File: config.mk
export PLATFORM = sky130hd
export DESIGN_NAME = vec_addr_gen
export DESIGN_NICKNAME = d
export VERILOG_FILES = /design/src/rtl/vag_pkg.sv /design/src/rtl/vag_width_dec.sv /design/src/rtl/vag_fsm.sv /design/src/rtl/vag_addr_path.sv /design/src/rtl/vec_addr_gen.sv
export SDC_FILE = /design/constraint.sdc
export NUM_CORES = 1
export LEC_CHECK = 0
export BUFFER_PORTS_ARGS = -buffer_cell sky130_fd_sc_hd__buf_2
export CAP_MARGIN = 20
export CORE_MARGIN = 4
export CORE_UTILIZATION = 35
export CTS_BUF_LIST = sky130_fd_sc_hd__clkbuf_8
export DETAILED_ROUTE_END_ITERATION = 7
export HOLD_SLACK_MARGIN = 0.05
export PLACE_DENSITY = 0.55
export SETUP_SLACK_MARGIN = 0.05
export SLEW_MARGIN = 40
export SYNTH_ARGS = -nofsm -noshare
export SYNTH_HDL_FRONTEND = slang
export SYNTH_SLANG_ARGS = --single-unit
File: constraint.sdc
create_clock -name clk -period 8.1 [get_ports clk]
set_input_delay 0.405 -clock clk [delete_from_list [all_inputs] [get_ports clk]]
set_output_delay 0.405 -clock clk [all_outputs]
set_load 0.01 [all_outputs]
File: src/rtl/vag_pkg.sv
package vag_pkg;

    typedef enum logic [1:0] {
        MODE_UNIT   = 2'd0,
        MODE_STRIDE = 2'd1,
        MODE_INDEX  = 2'd2,
        MODE_RSVD   = 2'd3
    } vag_mode_e;

    typedef enum logic [1:0] {
        ST_IDLE   = 2'd0,
        ST_ISSUE  = 2'd1,
        ST_FINISH = 2'd2
    } vag_state_e;

    typedef struct packed {
        vag_mode_e  mode;
        logic       store;
        logic [1:0] sew;
    } vag_cfg_t;

endpackage

File: src/rtl/vag_width_dec.sv
module vag_width_dec #(
    parameter int CODE_W = 2,
    localparam int SIZE_W = 1 << CODE_W
) (
    input  logic [CODE_W-1:0] sew_i,
    output logic [SIZE_W-1:0] size_o
);

    // Size in bytes is 2^sew, which is one-hot in binary.
    for (genvar g = 0; g < SIZE_W; g++) begin : g_bit
        assign size_o[g] = (sew_i == CODE_W'(g));
    end

endmodule

File: src/rtl/vag_fsm.sv
module vag_fsm
    import vag_pkg::*;
#(
    parameter int VL_W = 16
) (
    input  logic            clk,
    input  logic            rst_n,
    input  logic            accept_i,
    input  logic [VL_W-1:0] vl_i,
    input  logic            fire_i,
    output vag_state_e      state_o,
    output logic [VL_W-1:0] idx_o
);

    vag_state_e      state_q, state_d;
    logic [VL_W-1:0] idx_q;
    logic [VL_W-1:0] vl_q;
    logic            last_elem;

    assign last_elem = (idx_q == vl_q - VL_W'(1));

    always_comb begin
        state_d = state_q;
        unique case (state_q)
            ST_IDLE: begin
                if (accept_i) begin
                    state_d = (vl_i == '0) ? ST_FINISH : ST_ISSUE;
                end
            end
            ST_ISSUE: begin
                if (fire_i && last_elem) begin
                    state_d = ST_FINISH;
                end
            end
            ST_FINISH: state_d = ST_IDLE;
            default:   state_d = ST_IDLE;
        endcase
    end

    always_ff @(posedge clk or negedge rst_n) begin
        if (!rst_n) begin
            state_q <= ST_IDLE;
            idx_q   <= '0;
            vl_q    <= '0;
        end else begin
            state_q <= state_d;
            if (accept_i) begin
                idx_q <= '0;
                vl_q  <= vl_i;
            end else if (fire_i) begin
                idx_q <= idx_q + VL_W'(1);
            end
        end
    end

    assign state_o = state_q;
    assign idx_o   = idx_q;

endmodule

File: src/rtl/vag_addr_path.sv
module vag_addr_path
    import vag_pkg::*;
#(
    parameter int XLEN   = 64,
    parameter int SIZE_W = 4
) (
    input  logic              clk,
    input  logic              rst_n,
    input  logic              load_i,
    input  logic [XLEN-1:0]   base_i,
    input  logic [XLEN-1:0]   stride_i,
    input  vag_mode_e         mode_i,
    input  logic [SIZE_W-1:0] size_i,
    input  logic              fire_i,
    input  logic [XLEN-1:0]   off_data_i,
    output logic [XLEN-1:0]   addr_o
);

    logic [XLEN-1:0] base_q;
    logic [XLEN-1:0] stride_q;
    logic [XLEN-1:0] run_q;
    logic [XLEN-1:0] step;

    // Step added after each accepted element; wraps modulo 2^XLEN.
    always_comb begin
        unique case (mode_i)
            MODE_STRIDE: step = stride_q;
            default:     step = XLEN'(size_i);
        endcase
    end

    always_ff @(posedge clk or negedge rst_n) begin
        if (!rst_n) begin
            base_q   <= '0;
            stride_q <= '0;
            run_q    <= '0;
        end else if (load_i) begin
            base_q   <= base_i;
            stride_q <= stride_i;
            run_q    <= base_i;
        end else if (fire_i) begin
            run_q    <= run_q + step;
        end
    end

    always_comb begin
        unique case (mode_i)
            MODE_INDEX: addr_o = base_q + off_data_i;
            default:    addr_o = run_q;
        endcase
    end

endmodule

File: src/rtl/vec_addr_gen.sv
module vec_addr_gen
    import vag_pkg::*;
#(
    parameter int XLEN = 64,
    parameter int VL_W = 16
) (
    input  logic            clk,
    input  logic            rst_n,
    input  logic            start_i,
    input  logic [1:0]      mode_i,
    input  logic            is_store_i,
    input  logic [XLEN-1:0] base_i,
    input  logic [XLEN-1:0] stride_i,
    input  logic [1:0]      sew_i,
    input  logic [VL_W-1:0] vl_i,
    input  logic            off_valid_i,
    input  logic [XLEN-1:0] off_data_i,
    output logic            off_ready_o,
    output logic            req_valid_o,
    input  logic            req_ready_i,
    output logic [XLEN-1:0] req_addr_o,
    output logic [3:0]      req_size_o,
    output logic [VL_W-1:0] req_idx_o,
    output logic            req_store_o,
    output logic            busy_o,
    output logic            done_o
);

    localparam int SIZE_W = 4;

    vag_state_e      state;
    vag_cfg_t        cfg_q;
    logic            accept;
    logic            fire;
    logic            indexed;
    logic [SIZE_W-1:0] size;
    logic [VL_W-1:0] idx;

    assign accept  = start_i && (state == ST_IDLE);
    assign indexed = (cfg_q.mode == MODE_INDEX);

    always_ff @(posedge clk or negedge rst_n) begin
        if (!rst_n) begin
            cfg_q <= '{mode: MODE_UNIT, store: 1'b0, sew: 2'd0};
        end else if (accept) begin
            cfg_q <= '{mode: vag_mode_e'(mode_i), store: is_store_i, sew: sew_i};
        end
    end

    vag_fsm #(.VL_W(VL_W)) u_fsm (
        .clk      (clk),
        .rst_n    (rst_n),
        .accept_i (accept),
        .vl_i     (vl_i),
        .fire_i   (fire),
        .state_o  (state),
        .idx_o    (idx)
    );

    vag_width_dec #(.CODE_W(2)) u_wdec (
        .sew_i  (cfg_q.sew),
        .size_o (size)
    );

    vag_addr_path #(.XLEN(XLEN), .SIZE_W(SIZE_W)) u_addr (
        .clk        (clk),
        .rst_n      (rst_n),
        .load_i     (accept),
        .base_i     (base_i),
        .stride_i   (stride_i),
        .mode_i     (cfg_q.mode),
        .size_i     (size),
        .fire_i     (fire),
        .off_data_i (off_data_i),
        .addr_o     (req_addr_o)
    );

    // Output process: decoded from the state register and the stream inputs.
    always_comb begin
        req_valid_o = 1'b0;
        off_ready_o = 1'b0;
        busy_o      = 1'b1;
        done_o      = 1'b0;
        unique case (state)
            ST_IDLE:   busy_o = 1'b0;
            ST_ISSUE: begin
                req_valid_o = indexed ? off_valid_i : 1'b1;
                off_ready_o = indexed && req_ready_i;
            end
            ST_FINISH: done_o = 1'b1;
            default:   busy_o = 1'b0;
        endcase
    end

    assign fire        = req_valid_o && req_ready_i;
    assign req_size_o  = size;
    assign req_idx_o   = idx;
    assign req_store_o = cfg_q.store;

endmodule

# [Word-level counts from Yosys, hierarchy flattened]
# Cells that the tools add are included.
[totals] ff_bits=231 latch_bits=0 ramBits=0 romBits=0 output_inout_bits=89 elab_cells=48 mem_count=0
[op_classes] add_sub_neg=4 n_mul=0 n_div=0 magnitude_cmp=0 eq_ne=10 n_shift=0 mux=15 n_bitwise=0 reduce_logical=10
[ops] cell="2-to-1 mux 64 bit" count=4
[ops] cell="adder 64 bit" count=2
[ops] cell="2-to-1 mux 16 bit" count=2
[ops] cell="adder 16 x 1 -> 16 bit (second input constant)" count=1
[ops] cell="== test 16 bit" count=1
[ops] cell="zero test 16 bit" count=1
[ops] cell="subtractor 16 x 1 -> 16 bit (second input constant)" count=1
[ops] cell="== test 2 bit (second input constant)" count=4
[ops] cell="== test 2 x 1 -> 1 bit (second input constant)" count=3
[ops] cell="2-to-1 mux 2 bit" count=3
[ops] cell="2-to-1 mux 1 bit" count=5
[ops] cell="logical AND 1 bit" count=4
[ops] cell="zero test 2 bit" count=2
[ops] cell="case mux 2 bit (2 select lines)" count=1
[ops] cell="inequality test 2 x 1 -> 1 bit (second input constant)" count=1
[ops] cell="inequality test 2 bit (second input constant)" count=1
[ops] cell="AND reduction 2 bit" count=1
[ops] cell="nonzero test 2 bit" count=1
[ops] cell="OR reduction 2 bit" count=1

# [Depth between registers and ports, before layout]
[logic_depth] ltp_word=7 depth_mapped=16

# [Hierarchy]
# From an unflattened synthesis, not the netlist that was laid out.
[unflattened] cells_unflattened=2166 hier_area_um2=18442.7
[by_module_without_submodules] mod="vag_addr_path" instances=1 cells_per_inst=1937 area_each_um2=16094.2
[by_module_without_submodules] mod="vag_fsm" instances=1 cells_per_inst=203 area_each_um2=2033.2
[by_module_without_submodules] mod="vec_addr_gen" instances=1 cells_per_inst=22 area_each_um2=289.0
[by_module_without_submodules] mod="vag_width_dec" instances=1 cells_per_inst=4 area_each_um2=26.3

# [Least setup slack after synthesis]
# Ideal clock, no wire load.
[synth_path] kind="reg2reg" startpoint="register cfg_q[4] in the netlist's numbering" endpoint="register u_addr.run_q[61]" setup_time_ns=0.138 arrival_time_ns=3.478 setup_slack_ns=4.485 stages_incl_launch_ff=15 path_buffers=1 synth_period_minus_slack_ns=3.615 path_cell_list="dfrtp_1 > nor2b_1 > clkbuf_1 > mux2_2 > ha_1 > o21ai_0 > o21ai_0 > a31oi_1 > o211ai_1 > o211ai_1 > o21ai_0 > nand2_1 > o41ai_1 > xnor2_1 > a21oi_1"
[synth_via] elab_chain_cells=5
[synth_lines] element="from (decl)" line_no="vec_addr_gen.sv:32" text="vag_cfg_t cfg_q;"
[synth_lines] element="from (signal assigned)" line_no="vec_addr_gen.sv:44" text="cfg_q <= '{mode: MODE_UNIT, store: 1'b0, sew: 2'd0};"
[synth_lines] element="from (signal assigned)" line_no="vec_addr_gen.sv:46" text="cfg_q <= '{mode: vag_mode_e'(mode_i), store: is_store_i, sew: sew_i};"
[synth_lines] element="== test 2 x 1 -> 1 bit / == test 2 bit (equally long branches)" line_no="vag_addr_path.sv:26, vec_addr_gen.sv:40"
[synth_lines] element="2-to-1 mux 64 bit / 2-to-1 mux 1 bit (equally long branches)" line_no="vag_addr_path.sv:26, vec_addr_gen.sv:87"
[synth_lines] element="adder 64 bit / 2-to-1 mux 1 bit (equally long branches)" line_no="vag_addr_path.sv:42, vec_addr_gen.sv:84"
[synth_lines] element="2-to-1 mux 64 bit / logical AND 1 bit (equally long branches)" line_no="vag_addr_path.sv:41, vec_addr_gen.sv:95"
[synth_lines] element="2-to-1 mux 64 bit / nonzero test 2 bit (equally long branches)"
[synth_lines] element="to (signal assigned)" line_no="vag_addr_path.sv:40" text="run_q <= base_i;"
[synth_lines] element="to (signal assigned)" line_no="vag_addr_path.sv:42" text="run_q <= run_q + step;"
[synth_lines] element="to (decl)" line_no="vag_addr_path.sv:21" text="logic [XLEN-1:0] run_q;"
# Parallel ways exist; a longest one is shown, timed or not. The select of a mux whose other input is x is not followed.
# A chain may end at the register's enable or synchronous reset.

# [Final worst setup path]
[layout_path] startpoint="register u_addr.base_q[19]" endpoint="output port req_addr_o[56]"
[layout_via] elab_chain_cells=2
[layout_lines] element="from (decl)" line_no="vag_addr_path.sv:19" text="logic [XLEN-1:0] base_q;"
[layout_lines] element="from (signal assigned)" line_no="vag_addr_path.sv:38" text="base_q <= base_i;"
[layout_lines] element="adder 64 bit" line_no="vag_addr_path.sv:48" text="MODE_INDEX: addr_o = base_q + off_data_i;"
[layout_lines] element="2-to-1 mux 64 bit" line_no="vag_addr_path.sv:47" text="unique case (mode_i)"
[layout_lines] element="to (decl)" line_no="vec_addr_gen.sv:21" text="output logic [XLEN-1:0] req_addr_o,"
# No other way between the ends.

==> flow_metrics.env <==
export IMPL_synthToLayoutAreaGrowth_pct=25.4
export IMPL_cts_buffer_depth=3
export IMPL_num_rows=83
export IMPL_skew_ns=0.0580
export IMPL_dr_pass1_iters=7
export IMPL_hold_viol=0
export IMPL_crit_type="reg2out"
export IMPL_rrSetupSlack_ns=3.21
export IMPL_die_y_um=237
export IMPL_grt_util_met1=0.310
export IMPL_synthCells=2455
export IMPL_synth_nets=2806
export IMPL_synth_seq_area_share=0.314
export IMPL_yosysUniqueCellTypes=74
export IMPL_clock_latency_ns=0.66
export IMPL_grt_pass1_wl_um=104000
export IMPL_powerDensity_nw_per_um2=386
export IMPL_multiInputGateArea_um2=12000
export IMPL_layout_commonest_cell="nand2_1"
export IMPL_synth_area_um2=18400
export IMPL_status="complete, no violations"
export IMPL_avgSynthCellArea_um2=7.50
export IMPL_start_kind="flop"
export IMPL_cts_tree="done"
export IMPL_setup_violations_final=0
export IMPL_path_max_fanout=8
export IMPL_final_area_um2=23100
export IMPL_io_pins=307
export IMPL_met3_usage=0.0327
export IMPL_die_w_um=237
export IMPL_overflow=0
export IMPL_min_path_cells=3
export IMPL_antenna_found_initial=6
export IMPL_fin_nets=3192
export IMPL_cp_required_ns=7.70
export IMPL_hp_start="base_i[51]"
export IMPL_hp_class="in2reg"
export IMPL_mostFrequentLayoutCells="nand2_1, buf_2, dfrtp_1, o21ai_0, a21oi_1"
export IMPL_post_route_min_period_ns=5.52
export IMPL_endpoint_kind="output port"
export IMPL_clk_pin_slew_ns=0.06
export IMPL_postCtsSetupBuffers=0
export IMPL_vias_per_cell=5.36
export IMPL_ys_ff_latch=231
export IMPL_drive_gt1_frac=0.148
export IMPL_reg2reg_from="cfg_q[4]$_DFFE_PN0P_"
export IMPL_regToRegEndpoint="u_addr.run_q[61]$_DFFE_PN0P_"
export IMPL_n_fill_cell=5273
export IMPL_power_total_mw=8.90
export IMPL_placedCellCount=3320
export IMPL_first_iter_violations=1329
export IMPL_grt_pass1_vias=18800
export IMPL_vias=19100
export IMPL_synth_top_area_cell="dfrtp_1"
export IMPL_maxSlewViolCount=0
export IMPL_async_flop_share=1.00
export IMPL_p_leak_nw=11.4
export IMPL_yosys_warnings=0
export IMPL_final_setup_tns_ns=0
export IMPL_route_detailed_drc=0
export IMPL_htreeDepth=2
export IMPL_reg2regPathDepth=13
export IMPL_grt_max_degree=134
export IMPL_synth_edff_count=0
export IMPL_io_buffer_count=306
export IMPL_dp_slack_ns=3.17
export IMPL_gp_congestion=0.918
export IMPL_min_to="u_addr.run_q[51]$_DFFE_PN0P_"
export IMPL_cts_resized=0
export IMPL_ant_nets=0
export IMPL_hpwlAfterDp_um=49400
export IMPL_whs_ns=0.121
export IMPL_slew_headroom=0.470
export IMPL_arrival_ns=5.11
export IMPL_start_util=0.356
export IMPL_core_um2=51700
export IMPL_cts_sinks=231
export IMPL_grtUsageTotal=0.227
export IMPL_synth_top_area_share=0.314
export IMPL_synth_area_top_cells="dfrtp_1, nand2_1, ha_1"
export IMPL_period_share=0.681
export IMPL_cts_root_buf="clkbuf_8"
export IMPL_cts_buffers_inserted=48
export IMPL_worst_pin_slew_ns=0.796
export IMPL_utilization=0.446
export IMPL_fin_cells=3558
export IMPL_top_usage_layer="met2"
export IMPL_placed_cell_area_um2=20400
export IMPL_maxCapViolCount=0
export IMPL_drt_wirelength_per_cell_um=18.7
export IMPL_max_freq_mhz=181
export IMPL_drt_wl_total_um=66400
export IMPL_irDropWorstVdd_mv=0.211
export IMPL_rsz0062_at_grt="false"
export IMPL_ff_latch_area_um2=5780
export IMPL_synthFlopType="dfrtp_1"
export IMPL_dieArea_um2=56300
export IMPL_use_met2=0.372
export IMPL_layout_setup_ws_ns=2.58
## power breakdown
group	switching, mW	internal [mW]	leakage [nW]	total (mW)
clock network	0.601	0.813	0.580	1.41
registers	0.418	1.68	2.86	2.09
logic	3.33	2.06	7.93	5.39
## worst max-delay path: stages (launching register included)
cell and delay, ns:
dfrtp_1 0.38, ha_1 0.44, nand2_1 0.12, nor4_1 0.69, o2111ai_1 0.54, a2111oi_2 0.67
o21ai_1 0.17, a221oi_1 0.47, a21oi_1 0.29, o31a_1 0.31, a311o_1 0.26, buf_2 0.14
## final cells by class
class                   count  share of cell area
diodes                      3            0.000325
flip-flops and latches    231               0.250
inverters                  47             0.00764
well taps                 680              0.0369
repair buffers            467               0.139
multi-input cells        2046               0.519
clock buffers              58              0.0346
clock inverters            26              0.0120
## sequential cells by signal, indices dropped and copies added, names as in the netlist
name,flops
u_addr.base_q,64
u_addr.run_q,64
u_addr.stride_q,64
u_fsm.idx_o,16
u_fsm.vl_q,16
cfg_q,4
u_fsm.state_o,2
req_store_o,1
## synth_stat cells, types with 30 or more instances
cell and instances:
nor3_1 37, nor2_1 147, inv_1 47, xor2_1 53, ha_1 131, dfrtp_1 231
a21oi_1 188, nand3_1 55, o21ai_0 192, a21o_1 70, nand2_1 647, xnor2_1 79
nand4_1 41, clkbuf_1 115, and2_1 72, o21bai_1 30
## how the worst max path moves through the flow
stage	slack, ns	start	endpoint	depth (start not counted)
floorplan	4.48	cfg_q[4]$_DFFE_PN0P_	u_addr.run_q[61]$_DFFE_PN0P_	14
global route	2.44	u_addr.base_q[19]$_DFFE_PN0P_	req_addr_o[56]	11
CTS	2.55	u_addr.base_q[19]$_DFFE_PN0P_	req_addr_o[56]	11
finish	2.58	u_addr.base_q[19]$_DFFE_PN0P_	req_addr_o[56]	11
detailed placement	3.17	off_data_i[19]	req_addr_o[56]	12
global placement	3.25	off_data_i[20]	req_addr_o[56]	12
## kinds of logic (layout without fill, tap and decap cells)
family	count (synthesis)	in the layout	share of synthesized area
xor+xnor	132	132	0.0628
simple gates	1112	1112	0.266
flops	231	231	0.314
buf+inv	178	598	0.0371
other cells	0	3	0
compound gates	651	651	0.219
mux	18	18	0.00999
fa+ha+maj	133	133	0.0912
## timing repair
| action | 4_1_cts | 5_1_grt |
|---|---|---|
| endpoints found under the setup margin | 0 | 0 |
| hold buffers | 148 | 0 |
| endpoints found under the hold margin | 295 | 0 |
## metal layers
metal	wire, um	up-vias	part of all wire
li1	-	9341	-
met1	30200	9021	0.45
met2	30500	573	0.46
met3	3740	127	0.056
met4	2010	6	0.030
met5	40	-	0.00060
Note: power is estimated with default switching activity, not from simulation.
